File: config.mk
export PLATFORM = sky130hd
export DESIGN_NAME = lcdc_regs
export DESIGN_NICKNAME = d
export VERILOG_FILES = /design/src/rtl/lcdc_regs.sv
export SDC_FILE = /design/constraint.sdc
export NUM_CORES = 1
export LEC_CHECK = 0
export BUFFER_PORTS_ARGS = -buffer_cell sky130_fd_sc_hd__clkbuf_2
export CAP_MARGIN = 20
export CORE_MARGIN = 10
export CORE_UTILIZATION = 50
export DETAILED_ROUTE_END_ITERATION = 10
export GPL_ROUTABILITY_DRIVEN = 0
export PLACE_DENSITY = 0.79
export SLEW_MARGIN = 20
export SYNTH_ARGS = -nofsm -noshare
export SYNTH_HDL_FRONTEND = slang
export SYNTH_SLANG_ARGS = --single-unit
File: constraint.sdc
create_clock -name clk -period 1.5 [get_ports clk]
set_input_delay 0.15 -clock clk [delete_from_list [all_inputs] [get_ports clk]]
set_output_delay 0.15 -clock clk [all_outputs]
set_load 0.01 [all_outputs]
File: src/rtl/lcdc_regs.sv
module lcdc_regs #(
  parameter int NEVT = 4
) (
  input  logic            clk,
  input  logic            rst_n,
  input  logic            variant_i,
  input  logic            req_i,
  input  logic            wr_i,
  input  logic [11:0]     addr_i,
  input  logic [31:0]     wdata_i,
  output logic [31:0]     rdata_o,
  output logic            err_o,
  output logic            pal_sel_o,
  output logic            pal_we_o,
  output logic [6:0]      pal_idx_o,
  output logic [31:0]     pal_wdata_o,
  input  logic [31:0]     pal_rdata_i,
  input  logic [NEVT-1:0] evt_i,
  output logic            irq_o,
  output logic [31:0]     upbase_o,
  output logic [31:0]     lpbase_o,
  output logic [10:0]     width_o,
  output logic [10:0]     height_o,
  output logic            enabled_o,
  output logic [2:0]      bpp_o,
  output logic            bgr_o,
  output logic            be_byte_o,
  output logic            be_pix_o
);

  localparam logic [9:0] OFF_RAW = 10'd8;
  localparam logic [9:0] OFF_MSK = 10'd9;
  localparam logic [9:0] OFF_CLR = 10'd10;

  logic [31:0]     tim_q [4];
  logic [31:0]     up_q, lp_q, ctrl_q;
  logic [NEVT-1:0] mask_q, stat_q;

  wire [9:0] wo      = addr_i[11:2];
  wire       is_pal  = addr_i[11:9] == 3'b001;
  wire       is_id   = addr_i[11:5] == 7'h7F;
  wire [9:0] ctrl_wo = variant_i ? 10'd7 : 10'd6;
  wire [9:0] mask_wo = variant_i ? 10'd6 : 10'd7;

  function automatic logic [7:0] id_byte(input logic v, input logic [2:0] i);
    case (i)
      3'd0:    id_byte = v ? 8'h11 : 8'h10;
      3'd1:    id_byte = 8'h11;
      3'd2:    id_byte = v ? 8'h24 : 8'h04;
      3'd3:    id_byte = 8'h00;
      3'd4:    id_byte = 8'h0D;
      3'd5:    id_byte = 8'hF0;
      3'd6:    id_byte = 8'h05;
      default: id_byte = 8'hB1;
    endcase
  endfunction

  logic        hit;
  logic [31:0] rd_val;

  always_comb begin
    hit    = 1'b1;
    rd_val = '0;
    if (is_pal) begin
      rd_val = pal_rdata_i;
    end else if (is_id) begin
      hit    = !wr_i;
      rd_val = {24'h0, id_byte(variant_i, addr_i[4:2])};
    end else begin
      case (wo)
        10'd0, 10'd1, 10'd2, 10'd3: rd_val = tim_q[wo[1:0]];
        10'd4:   rd_val = up_q;
        10'd5:   rd_val = lp_q;
        10'd6, 10'd7: rd_val = (wo == ctrl_wo) ? ctrl_q : 32'(mask_q);
        OFF_RAW: begin hit = !wr_i; rd_val = 32'(stat_q); end
        OFF_MSK: begin hit = !wr_i; rd_val = 32'(stat_q & mask_q); end
        OFF_CLR: hit = wr_i;
        default: hit = 1'b0;
      endcase
    end
  end

  wire             do_wr = req_i && wr_i && hit && !is_pal && !is_id;
  wire [NEVT-1:0]  clr   = (do_wr && wo == OFF_CLR) ? wdata_i[NEVT-1:0] : '0;

  always_ff @(posedge clk or negedge rst_n) begin
    if (!rst_n) begin
      for (int i = 0; i < 4; i++) tim_q[i] <= '0;
      up_q    <= '0;
      lp_q    <= '0;
      ctrl_q  <= '0;
      mask_q  <= '0;
      stat_q  <= '0;
      rdata_o <= '0;
      err_o   <= 1'b0;
    end else begin
      if (do_wr) begin
        if (wo < 10'd4)        tim_q[wo[1:0]] <= wdata_i;
        else if (wo == 10'd4)  up_q <= wdata_i;
        else if (wo == 10'd5)  lp_q <= wdata_i;
        else if (wo == ctrl_wo) ctrl_q <= wdata_i;
        else if (wo == mask_wo) mask_q <= wdata_i[NEVT-1:0];
      end
      stat_q <= (stat_q & ~clr) | evt_i;
      if (req_i && !wr_i) rdata_o <= hit ? rd_val : '0;
      err_o <= req_i && !hit;
    end
  end

  assign pal_sel_o   = req_i && is_pal;
  assign pal_we_o    = req_i && is_pal && wr_i;
  assign pal_idx_o   = addr_i[8:2];
  assign pal_wdata_o = wdata_i;

  assign irq_o     = |(stat_q & mask_q);
  assign upbase_o  = up_q;
  assign lpbase_o  = lp_q;
  assign width_o   = {7'(tim_q[0][7:2]) + 7'd1, 4'b0000};
  assign height_o  = 11'(tim_q[1][9:0]) + 11'd1;
  assign enabled_o = ctrl_q[0] && ctrl_q[11];
  assign bpp_o     = ctrl_q[3:1];
  assign bgr_o     = ctrl_q[8];
  assign be_byte_o = ctrl_q[9];
  assign be_pix_o  = ctrl_q[10];

endmodule

==> results of run 1 <==
## synth_stat cells, types with 4 or more instances
master	instances
a21oi_1	4
mux4_2	26
buf_1	7
mux2_2	216
a211oi_1	4
a22oi_1	28
nor3_1	4
nand2b_1	6
a222oi_1	25
mux2i_1	14
a221oi_1	4
nor4_1	5
nand4_1	5
nand3_1	14
clkbuf_1	23
buf_2	13
xor2_1	4
o211ai_1	4
dfrtp_1	265
and3_1	5
inv_1	4
o21ai_0	10
a32oi_1	26
nand2_1	69
xnor2_1	9
nor2_1	24
mux2_1	13
buf_4	66
a21o_1	4
## worst min-delay path by stage
| stage | to |
|---|---|
| CTS | rdata_o[28] |
| floorplan | ctrl_q[0] |
| global route | rdata_o[28] |
| global placement | tim_q[71] |
| detailed placement | upbase_o[10] |
| finish | rdata_o[28] |
## timing repair
item / 4_1_cts / 5_1_grt
hold endpoints to repair: 412 / 0
hold buffers: 45 / 0
gates resized for setup: 221 / 132
cloned: 17 / 7
pin swaps: 31 / 94
endpoints found under the setup margin: 227 / 280
setup buffers: 50 / 24
## where the power goes
part | internal (mW) | switching, mW
clock network | 3.97 | 3.00
registers | 7.20 | 0.0449
logic | 0.543 | 0.782
## state kept, by name (all words and copies together) (netlist names)
name / count
stat_q: 4
ctrl_q: 32
err_o: 1
lpbase_o: 32
rdata_o: 32
tim_q: 128
mask_q: 4
upbase_o: 32
## worst max-delay path: stages (launching register included)
cell and delay, ps:
dfrtp_1 380, and3_4 220, and4_4 260, nand4_1 110, xnor2_1 150, buf_2 150
## cell families after synthesis
family	after synthesis	synth area share, %
muxes	269	26.1
DFF	265	52.3
and+or+nand+nor	161	6.66
AOI/OAI and AO/OA	130	8.38
buffers and inverters	113	5.43
xor gates and xnor gates	13	0.898
adders and majority gates	2	0.197
other	1	0.0296
## per-stage QoR
| step | utilization, % | total power [mW] | hold WS [ps] | instances | setup TNS [ps] |
|---|---|---|---|---|---|
| floorplan | - | 7.81 | -146 | 957 | -108340 |
| global placement | 60.3 | 8.42 | 101 | 1536 | -142950 |
| detailed placement | 60.3 | 8.45 | 102 | 1536 | -156790 |
| CTS | 72.6 | 15.4 | 0.595 | 1698 | -53700 |
| global route | 74.9 | 15.9 | 18.1 | 1710 | -77660 |
| finish | 74.9 | 15.5 | 2.23 | 1710 | -71480 |
## area by class of cell
cell class / count / area [um2] / share of cell area [%]
tap: 330 / 413 / 2.20
timing repair buffer: 480 / 4060 / 21.7
multi-input combinational: 579 / 6710 / 35.8
clock buffer: 44 / 872 / 4.65
clock inverter: 8 / 40.0 / 0.214
sequential: 265 / 6640 / 35.4
inverter: 4 / 15.0 / 0.0801
## layer usage
layer	share of wire, %	vias to the layer above	track usage, %
met5	0.038	-	0
met2	47	924	47.4
li1	-	4360	-
met4	5.3	2	10.5
met1	37	5672	37.6
met3	11	238	6.84
==> reports/qor.txt, run 1 <==
CTS tree -> built
Sink Count -> 265
unrepaired setup endpoints after global routing -> true
antenna violations before repair -> 1
Cell Pwr Density -> 829 nW/um2
Post-Synthesis Cell Area -> 12700 um2
Hold Path Depth -> 3
number of synthesized flops with an enable pin -> 0
critical path launch point -> tim_q[68]
Die Y -> 179 um
Slew Viols, Final -> 0
crit-path max FO -> 2
top-level port count -> 253
die footprint -> 32100 um2
failing checks -> negative setup slack
critical path class -> register to primary output
Fillers -> 1370
Synth async-reset ratio -> 100%
routed vias/inst -> 6.55
core area -> 25000 um2
Seq/Total Area, Yosys -> 52.3%
Leakage -> 8.88 nW
post-synthesis cell type count -> 64
worst rel slew slack -> 58.0%
clk_lat worst skew -> 540 ps
FF+latch count, synth -> 265
Critical Path AT -> 1810 ps
reg2reg start -> tim_q[100]
Syn Area/Cell -> 13.3 um2
Synth Flop Type -> dfrtp_1
VDD IR max -> 0.932 mV
final worst path period need -> 1960 ps
root buf cell -> clkbuf_16
reg2reg path depth -> 6
DPL Wire Length -> 27.1 mm
Synth Warn # -> 0
area post-placement -> 15100 um2
# diodes -> 0
Final period util -> 131%
Area Growth Syn to Fin -> 47.9%
kind of end point of the critical path -> primary output
Starting DRT DRC Count -> 1492
routed len/inst -> 30.4 um
CTS Buf Count -> 28
I/O Buffers -> 246
status -> complete, but fails checks
post-synth top area cell -> dfrtp_1
# setup viols final -> 246
Reg-to-Reg End -> rdata_o[4]
overflow left after global routing -> 0
reg2reg setup slack -> -300 ps
CTS max path bufs -> 3
WP data required -> 1350 ps
initial core utilization -> 50.6%
share of the synthesized area in the top cell type -> 52.3%
first-pass GRT wire length -> 72.6 mm
drt total wl -> 52.0 mm
Rows -> 58
post-route setup slack -> -464 ps
largest cells by area after synthesis -> dfrtp_1 (52%), mux2_2 (19%), mux4_2 (4.6%), buf_4 (3.9%), nand2_1 (2.0%)
fmax -> 0.509 GHz
vias in the first global route -> 11.5k
clock skew -> 17.5 ps
via count -> 11.2k
Mapped Cells -> 954
final hold viol count -> 0
fin area -> 18700 um2
Total GRT Usage -> 29.2%
DRT Pass-1 Iters -> 7
Worst-Margin Slew -> 623 ps
Place WS -> -720 ps
Hold WC Path Type -> primary input to register
most common cell after layout, fill and taps aside -> dfrtp_1
Worst Setup EP -> height_o[9]
most frequent cells in the layout -> dfrtp_1 (262), mux2_4 (227), clkbuf_2 (225)
share of layout cells above drive strength 1 -> 59.4%
clock-pin slew on the worst setup and hold paths -> 60 ps
max-cap check violation count -> 0
drt drc -> 0
pin count of the biggest net entering global routing -> 51
Antenna Nets Post-Route -> 0
fin nets -> 1445
CP startpoint kind -> register
number of H-tree levels -> 1
die width -> 179 um
Hold Startpoint -> pal_rdata_i[28]
Power figures use the tool's default switching activity.
==> run 2, diff against run 1 <==
--- a/config.mk
+++ b/config.mk
@@ -12,6 +12,7 @@
 export DETAILED_ROUTE_END_ITERATION = 10
 export GPL_ROUTABILITY_DRIVEN = 0
 export PLACE_DENSITY = 0.79
+export SETUP_SLACK_MARGIN = 0.4
 export SLEW_MARGIN = 20
 export SYNTH_ARGS = -nofsm -noshare
 export SYNTH_HDL_FRONTEND = slang
==> run 2 against run 1 <==
Compared with the run above: the flow finishes with violations (negative hold slack, negative setup slack); register-to-register slack got worse by 310 ps; hold slack got worse by 22 ps; cell count increased by 10%; critical path depth increased by 1; largest cell class unchanged; largest power group is now clock; highest routed layer unchanged.
==> reports/qor.txt, run 2 (synthesis results as in run 1) <==
status -> complete, but fails checks
failing checks -> negative hold slack, negative setup slack
Gate power share -> 9.6%
VDD IR max -> 0.763 mV
# setup viols final -> 271
DPL Wire Length -> 28.1 mm
Psw -> 4.17 mW
overflow left after global routing -> 0
post-route setup slack -> -610 ps
routed vias/inst -> 6.88
CP top delay family -> compound AO/OA/AOI/OAI gates
first-pass GRT wire length -> 81.8 mm
final core utilization -> 83.8%
max reg flops -> 128
CP startpoint kind -> register
initial core utilization -> 50.6%
drt total wl -> 65.3 mm
# placed instances -> 1558
clock network power share -> 46.0%
antenna violations before repair -> 1
Cell Pwr Density -> 778 nW/um2
core area -> 25000 um2
Area Growth Syn to Fin -> 65.5%
# diodes -> 0
fin area -> 21000 um2
Top reg by flops -> tim_q
Worst-Margin Slew -> 803 ps
Sink Count -> 265
most common cell after layout, fill and taps aside -> dfrtp_1
Die Y -> 179 um
number of H-tree levels -> 1
max-cap check violation count -> 0
share of layout cells above drive strength 1 -> 65.3%
CP most frequent cell -> buf_4
Antenna Nets Post-Route -> 0
fmax -> 0.474 GHz
setup_tns -> -92700 ps
final hold viol count -> 1
CTS Buf Count -> 27
routed len/inst -> 34.7 um
critical path class -> register to register
clk_lat worst skew -> 550 ps
I/O Buffers -> 246
Power Total -> 16.3 mW
Finished Layout Cells -> 1882
Starting DRT DRC Count -> 2029
pin count of the biggest net entering global routing -> 56
clock-pin slew on the worst setup and hold paths -> 70 ps
Slew Viols, Final -> 0
hold_ws -> -19.5 ps
final worst path period need -> 2110 ps
unrepaired setup endpoints after global routing -> true
kind of end point of the critical path -> register
clock skew -> 20.7 ps
crit-path max FO -> 2
crit path buf inv count -> 2
Slowest cell on crit path -> mux2i_1
Flop pwr share -> 44.4%
fin nets -> 1618
top-level port count -> 253
die width -> 179 um
area post-placement -> 15400 um2
most frequent cells in the layout -> dfrtp_1 (259), mux2_4 (227), buf_4 (221)
Hold WC Path Type -> primary input to register
worst rel slew slack -> 45.1%
Total GRT Usage -> 33.5%
CTS max path bufs -> 3
Critical Path, Cell by Cell -> buf_4 -> buf_4 -> mux2i_1 -> o22ai_1 -> a221oi_2 -> o31ai_1
root buf cell -> clkbuf_16
CP max stage delay -> 530 ps
Critical Path AT -> 2550 ps
sw frac -> 25.5%
via count -> 12.9k
WP data required -> 1940 ps
vias in the first global route -> 12.8k
Rows -> 58
die footprint -> 32100 um2
drt drc -> 0
internal power -> 12.2 mW
CTS tree -> built
Final period util -> 141%
Leakage -> 10.1 nW
DRT Pass-1 Iters -> 8
[run 2: cell count changes in the layout (fill, tap and decap cells not counted), sizes merged]
cell         delta
clkinvlp        +1
dlygate4sd3     +3
clkbuf         -60
clkinv          -1
buf           +224
bufinv          +4
inv             +1
[run 2: path summary, 6_finish.rpt]
check,from,endpoint,slack (ps),depth (start not counted)
max in group asynchronous,rst_n,tim_q[114],700,3
min,pal_rdata_i[10],rdata_o[10],-20,3
max,tim_q[68],rdata_o[4],-610,6
min in group asynchronous,rst_n,lpbase_o[6],140,2
min reg2reg,tim_q[13],tim_q[13],510,1
max reg2reg,tim_q[68],rdata_o[4],-610,6
[run 2: worst min-delay path: stages]
cell	delay (ps)
clkbuf_2	80
a222oi_1	80
a32oi_1	170
[run 2: power by group through the flow]
stage               sequential [mW]  clock (mW)  combinational, mW
floorplan                      7.37           0              0.450
global placement               7.36           0               1.12
detailed placement             7.36           0               1.14
CTS                            7.23        7.17               1.36
global route                   7.24        7.75               1.61
finish                         7.24        7.51               1.57
[run 2: timing repair]
action | in CTS | in global routing
pin swaps | 88 | 61
endpoints found under the hold margin | 346 | 0
setup buffers | 124 | 81
hold buffers | 48 | 0
gates resized for setup | 327 | 174
endpoints found under the setup margin | 389 | 389
gates cloned | 20 | 1
[run 2: metrics by stage]
step / setup slack, ps / hold WS, ps
after floorplan: -495 / -146
after global placement: -669 / 124
after detailed placement: -720 / 127
after CTS: -397 / 0.578
after global routing: -575 / 11.4
final: -610 / -19.5
[run 2: routing by layer]
metal,wire length [um],global-route usage (%)
met3,8100,8.42
met4,5820,18.9
met5,10,0
met2,29600,53.6
met1,21800,40.6
[run 2: cell type report]
type | count | area (um2)
clock buffer | 37 | 773
sequential | 265 | 6640
tap | 330 | 413
inverter | 4 | 17.5
fill | 1002 | 4060
multi-input combinational | 579 | 6810
clock inverter | 13 | 171
timing repair buffer | 654 | 6150
